## config.mk

```make
export PLATFORM = sky130hd
export DESIGN_NAME = burst_colgen
export DESIGN_NICKNAME = d
export VERILOG_FILES = /design/src/rtl/burst_pkg.sv /design/src/rtl/burst_colgen_ctrl.sv /design/src/rtl/burst_colgen_dp.sv /design/src/rtl/burst_colgen.sv
export SDC_FILE = /design/constraint.sdc
export NUM_CORES = 1
export LEC_CHECK = 0
export BUFFER_PORTS_ARGS = -buffer_cell sky130_fd_sc_hd__buf_2
export CORE_MARGIN = 4
export CORE_UTILIZATION = 45
export CTS_CLUSTER_SIZE = 40
export DETAILED_ROUTE_END_ITERATION = 8
export GPL_ROUTABILITY_DRIVEN = 0
export PLACE_DENSITY = 0.76
export SLEW_MARGIN = 15
export SYNTH_ARGS = -nofsm -noshare
export SYNTH_HDL_FRONTEND = slang
export SYNTH_HIERARCHICAL = 1
export SYNTH_SLANG_ARGS = --single-unit
```

## constraint.sdc

```tcl
create_clock -name clk -period 2.75 [get_ports clk]
set_input_delay 0.275 -clock clk [delete_from_list [all_inputs] [get_ports clk]]
set_output_delay 0.275 -clock clk [all_outputs]
set_load 0.01 [all_outputs]
```

## src/rtl/burst_pkg.sv

```systemverilog
package burst_pkg;

  // Strobes passed from the sequencing control to the address datapath.
  typedef struct packed {
    logic load;    // capture a new start column and ordering
    logic step;    // beat index advances this clock
    logic ilvSel;  // XOR ordering chosen for the burst being loaded
  } colStrobe_t;

  typedef enum logic [2:0] {
    LEN_1    = 3'b000,
    LEN_2    = 3'b001,
    LEN_4    = 3'b010,
    LEN_8    = 3'b011,
    LEN_FULL = 3'b111
  } lenCode_e;

endpackage

```

## src/rtl/burst_colgen_ctrl.sv

```systemverilog
module burst_colgen_ctrl
  import burst_pkg::*;
#(
  parameter int COL_W = 8
) (
  input  logic             clk,
  input  logic             rstN,
  input  logic             startReq,
  input  logic             stopReq,
  input  logic [2:0]       lenCode,
  input  logic             interleave,
  output colStrobe_t       stb,
  output logic [COL_W-1:0] beatCnt,
  output logic [COL_W-1:0] beatMask,
  output logic             colValid,
  output logic             lastBeat
);

  logic             active;
  logic             fullPage;
  logic [COL_W-1:0] nextMask;
  logic             nextFull;

  always_comb begin
    nextFull = 1'b0;
    nextMask = '0;
    case (lenCode)
      LEN_2:    nextMask = COL_W'(1);
      LEN_4:    nextMask = COL_W'(3);
      LEN_8:    nextMask = COL_W'(7);
      LEN_FULL: begin
        nextMask = '1;
        nextFull = 1'b1;
      end
      default:  nextMask = '0;
    endcase
  end

  assign colValid = active;
  assign lastBeat = active && !fullPage && (beatCnt == beatMask);

  always_comb begin
    stb.load   = startReq;
    stb.step   = active && !startReq && !stopReq && !lastBeat;
    stb.ilvSel = interleave && !nextFull;
  end

  always_ff @(posedge clk or negedge rstN) begin
    if (!rstN) begin
      active   <= 1'b0;
      fullPage <= 1'b0;
      beatCnt  <= '0;
      beatMask <= '0;
    end else if (startReq) begin
      active   <= 1'b1;
      fullPage <= nextFull;
      beatCnt  <= '0;
      beatMask <= nextMask;
    end else if (stopReq) begin
      active <= 1'b0;
    end else if (active) begin
      if (lastBeat) active <= 1'b0;
      else          beatCnt <= beatCnt + 1'b1;
    end
  end

  assert_stop_drops_R8: assert property (@(posedge clk) disable iff (!rstN)
    (stopReq && !startReq) |=> (!colValid && !lastBeat));

  assert_end_after_last_R7: assert property (@(posedge clk) disable iff (!rstN)
    (lastBeat && !startReq) |=> !colValid);

  assert_burst_continues_R6: assert property (@(posedge clk) disable iff (!rstN)
    (colValid && !lastBeat && !startReq && !stopReq) |=> colValid);

  assert_start_valid_R2: assert property (@(posedge clk) disable iff (!rstN)
    startReq |=> (colValid && beatCnt == '0));

endmodule

```

## src/rtl/burst_colgen_dp.sv

```systemverilog
module burst_colgen_dp
  import burst_pkg::*;
#(
  parameter int COL_W = 8
) (
  input  logic             clk,
  input  logic             rstN,
  input  colStrobe_t       stb,
  input  logic [COL_W-1:0] startCol,
  input  logic [COL_W-1:0] beatCnt,
  input  logic [COL_W-1:0] beatMask,
  output logic [COL_W-1:0] colOut
);

  logic [COL_W-1:0] baseCol;
  logic             ilvReg;
  logic [COL_W-1:0] linLow;
  logic [COL_W-1:0] xorLow;

  always_ff @(posedge clk or negedge rstN) begin
    if (!rstN) begin
      baseCol <= '0;
      ilvReg  <= 1'b0;
    end else if (stb.load) begin
      baseCol <= startCol;
      ilvReg  <= stb.ilvSel;
    end
  end

  assign linLow = (baseCol + beatCnt) & beatMask;
  assign xorLow = (baseCol ^ beatCnt) & beatMask;
  assign colOut = (baseCol & ~beatMask) | (ilvReg ? xorLow : linLow);

  assert_load_first_col_R2: assert property (@(posedge clk) disable iff (!rstN)
    stb.load |=> (colOut == $past(startCol)));

  assert_upper_fixed_R4: assert property (@(posedge clk) disable iff (!rstN)
    stb.step |=> ((colOut & ~beatMask) == ($past(colOut) & ~$past(beatMask))));

  assert_linear_step_R4: assert property (@(posedge clk) disable iff (!rstN)
    (stb.step && !ilvReg) |=> (((colOut - $past(colOut)) & beatMask) == COL_W'(1)));

endmodule

```

## src/rtl/burst_colgen.sv

```systemverilog
module burst_colgen
  import burst_pkg::*;
#(
  parameter int COL_W = 8
) (
  input  logic             clk,
  input  logic             rstN,
  input  logic             startReq,
  input  logic             stopReq,
  input  logic [COL_W-1:0] startCol,
  input  logic [2:0]       lenCode,
  input  logic             interleave,
  output logic [COL_W-1:0] colOut,
  output logic             colValid,
  output logic             lastBeat
);

  colStrobe_t       stb;
  logic [COL_W-1:0] beatCnt;
  logic [COL_W-1:0] beatMask;

  burst_colgen_ctrl #(.COL_W(COL_W)) u_ctrl (
    .clk        (clk),
    .rstN       (rstN),
    .startReq   (startReq),
    .stopReq    (stopReq),
    .lenCode    (lenCode),
    .interleave (interleave),
    .stb        (stb),
    .beatCnt    (beatCnt),
    .beatMask   (beatMask),
    .colValid   (colValid),
    .lastBeat   (lastBeat)
  );

  burst_colgen_dp #(.COL_W(COL_W)) u_dp (
    .clk      (clk),
    .rstN     (rstN),
    .stb      (stb),
    .startCol (startCol),
    .beatCnt  (beatCnt),
    .beatMask (beatMask),
    .colOut   (colOut)
  );

  assert_last_needs_valid_R7: assert property (@(posedge clk) disable iff (!rstN)
    lastBeat |-> colValid);

endmodule

```

# After elaboration in Yosys (flattened, before gate mapping)
# Cells that the tools add are included.
# op_classes
shifts	0
n_mul	0
n_eq_ne	7
bitwise_logic	6
n_mux	11
n_addsub	2
reduce_logical	7
div_mod_pow	0
n_lt_le_gt_ge	0
# op_table
op	n
two-way mux 8 bit	5
case mux 8 bit (4 select lines)	1
bitwise AND 8 bit	3
adder 8 x 1 -> 8 bit, second input constant	1
adder 8 bit	1
equality test 8 bit	1
inverter 8 bit	1
OR 8 bit	1
XOR 8 bit	1
equality test 3 x 2 -> 1 bit, second input constant	2
two-way mux 1 bit	5
inequality test 2 bit, second input constant	2
equality test 3 x 1 -> 1 bit, second input constant	1
equality test 3 bit, second input constant	1
logical AND 1 bit	3
AND reduction 3 bit	1
zero test 1 bit	2
nonzero test 2 bit	1
# word_totals
input_bits	16
latch_bits	0
romBits	0
ramBits	0
regBits	27
n_memories	0

# Depth between registers and ports, before layout
# logic_depth
word_depth	7
depth_mapped	8
depth_no_buf	8

# Cells and area by module
# Netlist, hierarchy kept.
# modules_own_cells
module	seq_area_each_um2	n_inst	area_each_um2	cells_each
burst_colgen_ctrl	325.3	1	815.8	92
burst_colgen_dp	225.2	1	754.5	81

# Least setup slack after synthesis
# OpenSTA, ideal clock, no wires.
# synth_path
kind	flip-flop to output port
startpoint	reg u_ctrl.beatCnt[0]
endpoint	out colOut[6]
arrival_time_ps	2093
path_slack_ps	382
path_stages_with_launch	9
cell_sequence	dfrtp_1 > ha_1 > inv_1 > fa_1 > or2b_1 > a211oi_1 > a31oi_1 > xnor2_1 > mux2_2
# synth_via
elab_chain_cells	4
# synth_rtl
element	line	rtl
start, declared	burst_colgen_ctrl.sv:13	output logic [COL_W-1:0] beatCnt,
start signal, assigned	burst_colgen_ctrl.sv:63	else beatCnt <= beatCnt + 1'b1;
adder 8 bit	burst_colgen_dp.sv:30	assign linLow = (baseCol + beatCnt) & beatMask;
bitwise AND 8 bit	burst_colgen_dp.sv:30	
two-way mux 8 bit	burst_colgen_dp.sv:32	assign colOut = (baseCol & ~beatMask) | (ilvReg ? xorLow : linLow);
OR 8 bit	burst_colgen_dp.sv:32	
end, declared	burst_colgen.sv:13	output logic [COL_W-1:0] colOut,
# Every way passes these cells.

# Final worst setup path
# layout_path
startpoint	reg u_dp.baseCol[0]
endpoint	out colOut[6]
# layout_via
elab_chain_cells	4
# layout_rtl
element	line	rtl
start, declared	burst_colgen_dp.sv:15	logic [COL_W-1:0] baseCol;
start signal, assigned	burst_colgen_dp.sv:25	baseCol <= startCol;
adder 8 bit	burst_colgen_dp.sv:30	
bitwise AND 8 bit	burst_colgen_dp.sv:30	
two-way mux 8 bit	burst_colgen_dp.sv:32	
OR 8 bit	burst_colgen_dp.sv:32	
# Every way passes these cells.

==> out/qor.csv <==
stage;metric;value;unit
floorplan;rows;21;
cells_and_area;ff_latch_area;554.3;um^2
routing;drt-wirelength-per-cell;14.20;um
job;maxCapViolCount;0;
floorplan;dieArea;4489;um^2
critical_path;max_stage_delay;0.38;ns
pwr;ir_worst_vdd;308.9;uV
critical_path;r2r_slack;1.28;ns
routing;drtIter0Drc;58;
critical_path;worstRegToRegCells;5;
cells_and_area;antenna_cells;0;
global_route;grt.total_usage;0.1733;
sta;rsz0062_at_grt;yes;
global_route;grt_pass1_wl;5.865;mm
sta;hold_viol_final;0;
logic_synthesis;synth_area;1567;um^2
sta;finClkSkew;0.008975;ns
pwr;switching_power;0.0002746;W
cells_and_area;syn2layout_area_growth;21.57;%
pwr;clkPwrFrac;0.282;
routing;dr.pass1.iters;4;
floorplan;core_area;3337;um^2
global_route;gr-total-overflow;0;
cells_and_area;final_area;1904;um^2
sta;worst_pin_slew;0.5326;ns
critical_path;critPathBufInv;2;
clocking;cts.sinks;22;
worst_hold_path;hold_end;u_dp/baseCol[1];
placement;port_buffers;25;
routing;via_per_inst;5.462;
sta;fmax;370.6;MHz
floorplan;num_io_pins;26;
worst_hold_path;min_path_type;in -> reg;
critical_path;crit_family;adder cells;
floorplan;die_x;67;um
sta;maxSlewHeadroom;0.6449;
clocking;cts_tree;done;
sta;setup_tns;0;ns
global_route;grt_max_degree;33;
cells_and_area;fillers;317;
critical_path;crit_type;reg -> out;
pwr;internal-power;0.0006321;W
clocking;cts_root_buffer;clkbuf_4;
pwr;swShare;0.3029;
critical_path;cp.arrival;2.42;ns
routing;remaining_drc_errors;0;
global_route;antenna_found_initial;0;
clocking;htreeDepth;1;
floorplan;initial_core_util;0.4694;
routing;wl;3.536;mm
critical_path;crit_fanout;3;
run_status;status;finished, final reports clean;
cells_and_area;multi_input_area;974.7;um^2
pwr;powerDensity;476.2;nW/um^2
logic_synthesis;avgSynthCellArea;9.108;um^2
pwr;combPwrFrac;0.300;
logic_synthesis;yosys_warnings;6;
floorplan;fp.dieH;67;um
logic_synthesis;syn_nets;197;
logic_synthesis;netlist_instances;172;
routing;postRouteAntennaNets;0;
worst_hold_path;worst_hold_startpoint;startCol[1];
critical_path;rr_startpoint;u_ctrl/beatCnt[3];
clocking;clk_pin_slew;0.13;ns
pwr;p_seq_frac;0.418;
critical_path;r2r-end;u_ctrl/beatCnt[1];
critical_path;crit_chain;ha_2, inv_2, fa_2, or2b_1, a211oi_2, a31oi_1, xnor2_1, mux2_4, buf_6;
cells_and_area;nets;229;
placement;dpl.hpwl;2.495;mm
cells_and_area;drive_above_1_share;0.3448;
critical_path;end_kind;primary output;
critical_path;crit_slowest_cell;dfrtp_1;
critical_path;required;2.48;ns
pwr;leakage;0.8112;nW
worst_hold_path;hold_depth;3;
global_route;grt_pass1_vias;1272;
clocking;numCtsBuffers;3;
clocking;cts_buffer_depth;2;
critical_path;critPathLaunchType;flip-flop;
placement;placed_area;1709;um^2
sta;setup_viol_count_final;0;
sta;fin_crit_sh;0.9811;
sta;fin_crit;2.698;ns
clocking;clk_latency;0.33;ns
routing;num_vias;1360;
sta;slew_violations;0;
## state kept, by name, indices dropped and copies added, names as in the netlist
name             cells
u_dp/ilvReg          1
u_ctrl/beatCnt       8
u_ctrl/beatMask      4
u_dp/baseCol         8
u_ctrl/colValid      1
## worst reg2reg max path: cells and delay by family (launching register included)
kind / cells / cell delay, ns
AOI/OAI and AO/OA: 2 / 0.30
and+or+nand+nor: 2 / 0.44
DFF: 1 / 0.45
buffers and inverters: 1 / 0.18
## power by group through the flow
stage / registers, W / logic (W) / clock network (W)
final: 0.000379 / 0.000272 / 0.000256
after global routing: 0.000384 / 0.000305 / 0.000278
after CTS: 0.000376 / 0.000251 / 0.000263
after detailed placement: 0.000383 / 0.000235 / 0
after global placement: 0.000382 / 0.000233 / 0
after floorplan: 0.000380 / 0.000165 / 0
## per-stage QoR
step | power, W | utilization | hold slack [ns] | setup slack [ns] | instances
after CTS | 0.0008896 | 0.5456 | 0.1438 | 0.003770 | 246
after detailed placement | 0.0006189 | 0.5122 | 0.2831 | 0.2717 | 237
after floorplan | 0.0005456 | - | -0.02059 | 0.3817 | 172
final | 0.0009068 | 0.5707 | 0.1595 | 0.05200 | 249
after global placement | 0.0006152 | 0.5122 | 0.2740 | 0.3215 | 237
after global routing | 0.0009661 | 0.5707 | 0.1356 | -0.08196 | 249
## cell type report
type                    count  share of cell area
clock buffers               3             0.01183
flip-flops and latches     22              0.2911
clock inverters             1             0.01577
multi-input cells         129              0.5118
well taps                  46             0.03022
repair buffers             37              0.1176
inverters                  11             0.02168
## layout by cell type, fill, tap and decap left out, drive strengths merged, types with 3 or more instances in the layout
cell / instances
dfrtp: 22
ha: 8
a21oi: 10
inv: 11
nor2: 16
buf: 36
xnor2: 9
nor3: 3
nand2b: 4
o21ai: 10
a31oi: 3
clkbuf: 3
nand3: 6
mux2: 10
nand4: 4
nand2: 14
## layer usage
layer	vias up	global-route usage	routed length [um]	share of wire
met5	-	0	0	0
met4	0	0.06076	68	0.019
met3	7	0.04047	160	0.045
met2	26	0.2883	1796	0.51
met1	660	0.2168	1511	0.43
li1	667	-	-	-
## timing repair
action | CTS | global route
setup buffers | 4 | 3
gates resized for setup | 7 | 8
endpoints found under the setup margin | 2 | 2
hold endpoints to repair | 22 | 0
hold buffers | 1 | 0
pin swaps | 3 | 8
## worst max-delay path by stage
| stage | end | slack (ns) | from | cells past startpoint |
|---|---|---|---|---|
| floorplan | colOut[6] | 0.38 | u_ctrl/beatCnt[0] | 8 |
| global placement | colOut[6] | 0.32 | u_dp/baseCol[0] | 9 |
| detailed placement | colOut[6] | 0.27 | u_dp/baseCol[0] | 9 |
| CTS | colOut[7] | 0.004 | u_dp/baseCol[2] | 7 |
| global route | colOut[6] | -0.08 | u_dp/baseCol[0] | 9 |
| finish | colOut[6] | 0.05 | u_dp/baseCol[0] | 9 |
No activity file was read; power rests on OpenSTA's default activity.
